===== config.mk =====
export PLATFORM = sky130hd
export DESIGN_NAME = xi_ctrl
export DESIGN_NICKNAME = d
export VERILOG_FILES = /design/src/rtl/xi_pkg.sv /design/src/rtl/xi_sync_edge.sv /design/src/rtl/xi_edge_latch.sv /design/src/rtl/xi_prio_vec.sv /design/src/rtl/xi_ctrl.sv
export SDC_FILE = /design/constraint.sdc
export NUM_CORES = 1
export LEC_CHECK = 0
export ABC_AREA = 1
export CORE_ASPECT_RATIO = 1.75
export CORE_MARGIN = 2
export CORE_UTILIZATION = 49
export CTS_CLUSTER_DIAMETER = 200
export DETAILED_ROUTE_END_ITERATION = 12
export HOLD_SLACK_MARGIN = 0.05
export PLACE_DENSITY = 0.81
export SYNTH_ARGS = -nofsm -noshare
export SYNTH_HDL_FRONTEND = slang
export SYNTH_HIERARCHICAL = 1
export SYNTH_SLANG_ARGS = --single-unit
export TNS_END_PERCENT = 30

===== constraint.sdc =====
create_clock -name clk -period 2.7 [get_ports clk]
set_clock_uncertainty 0.05 [all_clocks]
set_input_delay 0.54 -clock clk [delete_from_list [all_inputs] [get_ports clk]]
set_output_delay 0.54 -clock clk [all_outputs]
set_load 0.05 [all_outputs]

===== src/rtl/xi_pkg.sv =====
package xi_pkg;
  localparam int REG_W = 32;
  localparam int VEC_W = 7;
  localparam int ADDR_W = 5;

  localparam logic [ADDR_W-1:0] OFF_SENSE = 5'h00;
  localparam logic [ADDR_W-1:0] OFF_MASK  = 5'h04;
  localparam logic [ADDR_W-1:0] OFF_PEND  = 5'h08;
  localparam logic [ADDR_W-1:0] OFF_FORCE = 5'h0C;
  localparam logic [ADDR_W-1:0] OFF_VEC   = 5'h10;

  // MSB-first position of a line in mask, status and force registers
  function automatic int line_pos(input int n);
    return REG_W - 1 - n;
  endfunction

  // sense bits run downward from bit 15
  function automatic int sense_pos(input int n);
    return 15 - n;
  endfunction

  function automatic logic [VEC_W-1:0] line_vector(input int n);
    return (n == 0) ? VEC_W'(48) : VEC_W'(16 + n);
  endfunction
endpackage


===== src/rtl/xi_sync_edge.sv =====
module xi_sync_edge #(
  parameter int N = 8
) (
  input  logic         clk,
  input  logic         rst,
  input  logic [N-1:0] pin_n,
  output logic [N-1:0] level_act,
  output logic [N-1:0] fall_ev
);
  for (genvar i = 0; i < N; i++) begin : g_line
    logic s1, s2, prev;
    always_ff @(posedge clk) begin
      if (rst) begin
        s1   <= 1'b1;
        s2   <= 1'b1;
        prev <= 1'b1;
      end else begin
        s1   <= pin_n[i];
        s2   <= s1;
        prev <= s2;
      end
    end
    assign level_act[i] = ~s2;
    assign fall_ev[i]   = prev & ~s2;
  end
endmodule


===== src/rtl/xi_edge_latch.sv =====
module xi_edge_latch #(
  parameter int N = 8
) (
  input  logic         clk,
  input  logic         rst,
  input  logic [N-1:0] fall_ev,
  input  logic [N-1:0] edge_mode,
  input  logic [N-1:0] clr,
  output logic [N-1:0] latch
);
  logic [N-1:0] set_v;
  assign set_v = fall_ev & edge_mode;

  always_ff @(posedge clk) begin
    if (rst) latch <= '0;
    else     latch <= (latch & ~clr) | set_v;
  end

  // capture wins over a coincident clear
  assert_set_wins_R5: assert property (@(posedge clk) disable iff (rst)
    ((set_v & clr) != '0) |=> ((latch & $past(set_v & clr)) == $past(set_v & clr)));

  // a clear without a coincident capture empties the bit
  assert_w1c_R4: assert property (@(posedge clk) disable iff (rst)
    ((clr & ~set_v) != '0) |=> ((latch & $past(clr & ~set_v)) == '0));

  // a latch bit only rises after a captured falling edge in edge mode
  assert_rise_needs_edge_R11: assert property (@(posedge clk) disable iff (rst)
    1'b1 |=> ((latch & ~$past(latch) & ~$past(fall_ev & edge_mode)) == '0));
endmodule


===== src/rtl/xi_prio_vec.sv =====
module xi_prio_vec
  import xi_pkg::*;
#(
  parameter int N = 8
) (
  input  logic [N-1:0]     active,
  output logic [VEC_W-1:0] vector
);
  always_comb begin
    vector = '0;
    for (int i = N - 1; i >= 0; i--) begin
      if (active[i]) vector = line_vector(i);
    end
  end
endmodule


===== src/rtl/xi_ctrl.sv =====
module xi_ctrl
  import xi_pkg::*;
#(
  parameter int N = 8
) (
  input  logic              clk,
  input  logic              rst,
  input  logic [N-1:0]      ext_n,
  input  logic              reg_wr,
  input  logic [ADDR_W-1:0] reg_addr,
  input  logic [REG_W-1:0]  reg_wdata,
  output logic [REG_W-1:0]  reg_rdata,
  output logic              irq_o
);
  logic [N-1:0] sense_q, mask_q, force_q, clr;
  logic [N-1:0] level_act, fall_ev, latch, req, active;
  logic [VEC_W-1:0] vector;
  logic [N-1:0] w_sense, w_line;
  logic unused_wdata_bits;

  assign unused_wdata_bits = ^reg_wdata;

  for (genvar i = 0; i < N; i++) begin : g_field
    assign w_sense[i] = reg_wdata[sense_pos(i)];
    assign w_line[i]  = reg_wdata[line_pos(i)];
  end

  assign clr = (reg_wr && reg_addr == OFF_PEND) ? w_line : '0;

  always_ff @(posedge clk) begin
    if (rst) begin
      sense_q <= '0;
      mask_q  <= '0;
      force_q <= '0;
    end else if (reg_wr) begin
      if (reg_addr == OFF_SENSE) sense_q <= w_sense;
      if (reg_addr == OFF_MASK)  mask_q  <= w_line;
      if (reg_addr == OFF_FORCE) force_q <= w_line;
    end
  end

  xi_sync_edge #(.N(N)) u_sync (
    .clk(clk), .rst(rst), .pin_n(ext_n),
    .level_act(level_act), .fall_ev(fall_ev)
  );

  xi_edge_latch #(.N(N)) u_latch (
    .clk(clk), .rst(rst), .fall_ev(fall_ev), .edge_mode(sense_q),
    .clr(clr), .latch(latch)
  );

  assign req    = ((sense_q & latch) | (~sense_q & level_act)) | force_q;
  assign active = req & mask_q;
  assign irq_o  = |active;

  xi_prio_vec #(.N(N)) u_prio (.active(active), .vector(vector));

  always_comb begin
    reg_rdata = '0;
    for (int i = 0; i < N; i++) begin
      case (reg_addr)
        OFF_SENSE: reg_rdata[sense_pos(i)] = sense_q[i];
        OFF_MASK:  reg_rdata[line_pos(i)]  = mask_q[i];
        OFF_PEND:  reg_rdata[line_pos(i)]  = req[i];
        OFF_FORCE: reg_rdata[line_pos(i)]  = force_q[i];
        default: ;
      endcase
    end
    if (reg_addr == OFF_VEC) reg_rdata[VEC_W-1:0] = vector;
  end

  // reset empties the enable mask and silences the output
  assert_reset_quiet_R1: assert property (@(posedge clk)
    rst |=> (mask_q == '0 && !irq_o));

  // the CPU line agrees with the encoder result
  assert_irq_vec_R10: assert property (@(posedge clk) disable iff (rst)
    irq_o == (vector != '0));

  // a disabled line never drives the output alone
  assert_mask_gate_R6: assert property (@(posedge clk) disable iff (rst)
    (mask_q == '0) |-> !irq_o);

  // no enabled request means a zero vector
  assert_vec_zero_R8: assert property (@(posedge clk) disable iff (rst)
    ((req & mask_q) == '0) |-> (vector == '0));
endmodule


# Word-level counts from Yosys, hierarchy flattened

Cells that the tools add are included.

Div/mod/pow operators: 0
Magnitude comparators: 0
$mul: 0
Muxes and demuxes: 26
Add/subtract/negate cells: 0
Bitwise gates (word level): 26
Shift-type cells: 0
Reduce and logical (&&, ||, !) cells: 6
Equal/unequal tests: 4

Operators by type and width:

| cell                 | number |
|---|---|
| $and A8 B8 Y8        | 5 |
| $mux W5              | 7 |
| $or A8 B8 Y8         | 3 |
| $pmux W1 S3          | 8 |
| $not A8 Y8           | 2 |
| $eq A5 B4 Y1 const B | 2 |
| $and A1 B1 Y1        | 8 |
| $mux W1              | 8 |
| $mux W8              | 1 |
| $not A1 Y1           | 8 |
| $reduce_or A8 Y1     | 1 |
| $mux W7              | 1 |
| $mux W6              | 1 |
| $reduce_and A2 Y1    | 3 |
| $eq A5 B3 Y1 const B | 1 |
| $eq A5 B5 Y1 const B | 1 |
| $logic_not A5 Y1     | 1 |
| $logic_and A1 B1 Y1  | 1 |

Output and inout bits: 33
Memories kept: 0
Bits in latches: 0
Input port bits: 48
ROM bits: 0
Register bits: 56
Logic and storage cells: 90
Memory bits (writable): 0

# Depth between registers and ports, before layout

Depth in word-level cells: 14
Depth in mapped cells: 14

# Cells and area by module

The synthesis kept the hierarchy.

Modules (own cells, without submodules):

| module        | area each (µm²) | cells an instance | instances |
|---|---|---|---|
| xi_ctrl       | 1717.9          | 295               | 1 |
| xi_sync_edge  | 749.5           | 91                | 1 |
| xi_edge_latch | 331.6           | 41                | 1 |
| xi_prio_vec   | 125.1           | 26                | 1 |

# Least setup slack after synthesis

OpenSTA, ideal clock, no wires.

Path type: input-to-output
From: input reg_addr[1]
To: output reg_rdata[10]
Buffers on the path: 1
Stages on the path: 4
Slack: 327 ps
Arrival time: 1783 ps
Path through: nor2_4 buf_6 nand3_1 nor2_1

Cells in the longest elaborated chain, start to end: 2

Ends and longest elaborated chain:

| what             | line          | source |
|---|---|---|
| start, declared  | xi_ctrl.sv:10 | `input logic [ADDR_W-1:0] reg_addr,` |
| $logic_not A5 Y1 | xi_ctrl.sv:61 | `case (reg_addr)` |
| $mux W1          | xi_ctrl.sv:61 |  |
| end, declared    | xi_ctrl.sv:12 | `output logic [REG_W-1:0] reg_rdata,` |

Every way passes these cells.

# Final worst setup path

From: input reg_addr[1]
To: output reg_rdata[25]

Cells in the longest elaborated chain, start to end: 2
Elaborated cells on any way between the ends: 4

Ends and longest elaborated chain:

| what                                         | line |
|---|---|
| $eq A5 B4 Y1 or $eq A5 B3 Y1 (tied branches) | xi_ctrl.sv:61 |
| $pmux W1 S3 (*)                              | xi_ctrl.sv:61 |

Mark *: on every way between the ends. The rest lies on a longest branch, timed or not.

==> metrics.md <==
| Metric | Value |
|---|---|
| Vias | 2702 |
| Post-Route WL | 6200 um |
| H-tree Lvls | 2 |
| Port buffer count | 53 |
| R2R depth | 4 |
| Slew HR | 41.5% |
| Fmax | 0.387 GHz |
| Clock Path Buffers | 2 |
| Power Density | 417 nW/um2 |
| Cells after Synth | 453 |
| FF-to-FF setup slack | 1.89 ns |
| Post-synthesis area per instance | 6.45 um2 |
| Worst-path fanout max | 18 |
| Detailed placer's ending HPWL | 4890 um |
| CTS tree | yes |
| Nets@finish | 551 |
| DRT antenna net count | 0 |
| DR pass1 iterations | 4 |
| Area after DPL | 3650 um2 |
| Total power | 1.57 mW |
| Layout cells sized above 1 | 10.7% |
| Antenna violations before repair | 0 |
| WS Path Type | primary input to output pin |
| Leading area contributor after synthesis | dfxtp_1 |
| Yosys cell types | 23 |
| Mapped Area | 2920 um2 |
| Core area | 5830 um2 |
| Overflow after GRT | 0 |
| Yosys top cell area share | 38.3% |
| Setup TNS | 0 ns |
| Clock Pin Slew Worst Setup and Hold Paths | 0.09 ns |
| Seq cells post-synth | 56 |
| Vias in the first global route | 2618 |
| Row cnt | 37 |
| Min Tclk post-route | 2.59 ns |
| Worst vdd ir | 400 uV |
| RSZ-0062 raised after global routing | no |
| Fillers | 516 |
| Ranking of synthesized cells by area | dfxtp_1 (38%), nand2_1 (17%), inv_1 (13%), nor2_1 (11%), nand4_1 (3.6%) |
| Via/cell ratio | 4.64 |
| CTS root buffer | clkbuf_8 |
| Drc violations | 0 |
| Routability cong. | 0.897 |
| Initial core utilization | 50.1% |
| First-pass GRT wire length | 10600 um |
| Post-CTS setup buffer count | 0 |
| Wire length per cell | 10.6 um |
| Hold Crit Start | u_sync/g_line[3].s1$_SDFF_PP1_ |
| Leak | 2.00 nW |
| Area growth from synthesis to layout | 28.9% |
| DRT iter0 DRCs | 69 |
| ANT cells | 0 |
| Worst Hold End | u_sync/g_line[3].s2$_SDFF_PP1_ |
| Register area share after synthesis | 38.3% |
| Fin. max-slew vios | 0 |
| Status | completed |
| Design area | 3770 um2 |
| MaxCap Viol Count | 0 |
| Final setup fails | 0 |
| Largest net degree at the start of global routing | 25 |
| DIE AREA | 6630 um2 |
| Worst EP arrival | 2.00 ns |
| GRT Total Usage | 19.6% |
| Worst min path class | flop to flop |
| Die height | 106 um |
| TritonCTS Buffers | 5 |
| Hold Path Stages | 2 |
| Worst-Skew Late Latency | 0.31 ns |
| Period utilisation layout | 95.7% |
| CTS Sinks | 56 |
| Final hold viol count | 0 |
| Crit path launch | reg_addr[1] |
| Warning count from the yosys run | 6 |
| Crit start category | primary input |
| Die width | 62.4 um |
| CP endpoint kind | output pin |
| CP required | 2.11 ns |
| RR Endpoint | sense_q[3]$_SDFFE_PP0P_ |
| # IOs | 81 |
| Slew @ Worst Pin | 0.874 ns |
| Final Util | 64.6% |
| Worst r2r src | sense_q[3]$_SDFFE_PP0P_ |
[critical path: stages]
cell and delay, ns:
clkdlybuf4s50_1 0.44, nor2_4 0.21, buf_4 0.28, nand4_1 0.14, nand3_1 0.20, buf_12 0.16
[worst max-delay path by stage]
stage	to	slack, ns	depth (start not counted)
floorplan	reg_rdata[10]	0.33	4
global placement	reg_rdata[25]	0.06	6
detailed placement	reg_rdata[25]	0.01	6
CTS	reg_rdata[25]	0.006	6
global route	reg_rdata[25]	0.03	6
finish	reg_rdata[25]	0.11	6
[Yosys cell counts]
| cell | count |
|---|---|
| a21oi_1 | 1 |
| a21oi_2 | 8 |
| a31oi_1 | 1 |
| buf_2 | 4 |
| buf_4 | 12 |
| buf_6 | 6 |
| clkbuf_1 | 2 |
| clkinv_1 | 1 |
| conb_1 | 2 |
| dfxtp_1 | 56 |
| inv_1 | 98 |
| inv_2 | 1 |
| nand2_1 | 131 |
| nand2_2 | 1 |
| nand2_4 | 1 |
| nand3_1 | 19 |
| nand3_4 | 1 |
| nand4_1 | 17 |
| nand4_4 | 3 |
| nor2_1 | 83 |
| nor2_4 | 3 |
| nor3_2 | 1 |
| or2_1 | 1 |
[per-layer routing]
layer | routed length [um] | share of wire, % | global-route usage (%) | vias up
met5 | 0 | 0 | 0 | -
li1 | - | - | - | 1399
met4 | 155 | 2.5 | 11.3 | 0
met3 | 248 | 4.0 | 2.75 | 11
met2 | 3460 | 56 | 38.4 | 61
met1 | 2330 | 38 | 19.0 | 1231
[what timing repair did]
item,CTS,global route
gates resized for setup,0,3
hold buffers,0,0
setup endpoints to repair,0,9
[cell usage in the layout, fill, tap and decap left out, types with 2 or more instances in the layout]
master,instances
clkinvlp_4,2
a21oi_2,8
clkdlybuf4s50_1,31
nand3_1,19
nand4_1,17
buf_12,21
nor2_4,3
nor2_1,83
buf_4,4
conb_1,11
dfxtp_1,56
clkbuf_8,5
nand4_4,3
inv_1,98
nand2_1,131
[report_power, final]
group	switching (mW)	internal [mW]
Clock	0.262	0.275
Sequential	0.00793	0.845
Combinational	0.115	0.0679
[cells by family (layout without fill, tap and decap cells)]
group / count (synthesis) / count (layout) / synth area share [%]
buffers and inverters: 124 / 166 / 19.2
flip-flops: 56 / 56 / 38.3
AND/OR/NAND/NOR: 261 / 261 / 39.5
AO/OA/AOI/OAI: 10 / 10 / 2.78
other: 2 / 11 / 0.257
[final cells by class]
cell class / count / area (um2) / area share, %
clock buffers: 5 / 68.8 / 1.83
multi-input cells: 282 / 1280 / 33.9
clock inverters: 3 / 42.5 / 1.13
flip-flops and latches: 56 / 1120 / 29.7
inverters: 100 / 379 / 10.1
well taps: 78 / 97.6 / 2.59
repair buffers: 58 / 785 / 20.8
[sequential cells by signal, indices dropped and copies added (netlist names)]
register	cells
force_q	8
mask_q	8
sense_q	8
u_latch/latch	8
u_sync/g_line.prev	8
u_sync/g_line.s1	8
u_sync/g_line.s2	8
[stage by stage]
| step | cells | hold slack (ns) | setup WS, ns |
|---|---|---|---|
| 3_5_place_dp | 574 | 0.345 | 0.0144 |
| 2_1_floorplan | 462 | 0.337 | 0.327 |
| 3_3_place_gp | 574 | 0.339 | 0.0617 |
| 5_1_grt | 582 | 0.398 | 0.0295 |
| 4_1_cts | 582 | 0.375 | 0.00622 |
| 6_report | 582 | 0.371 | 0.115 |
No activity file was read; power rests on OpenSTA's default activity.
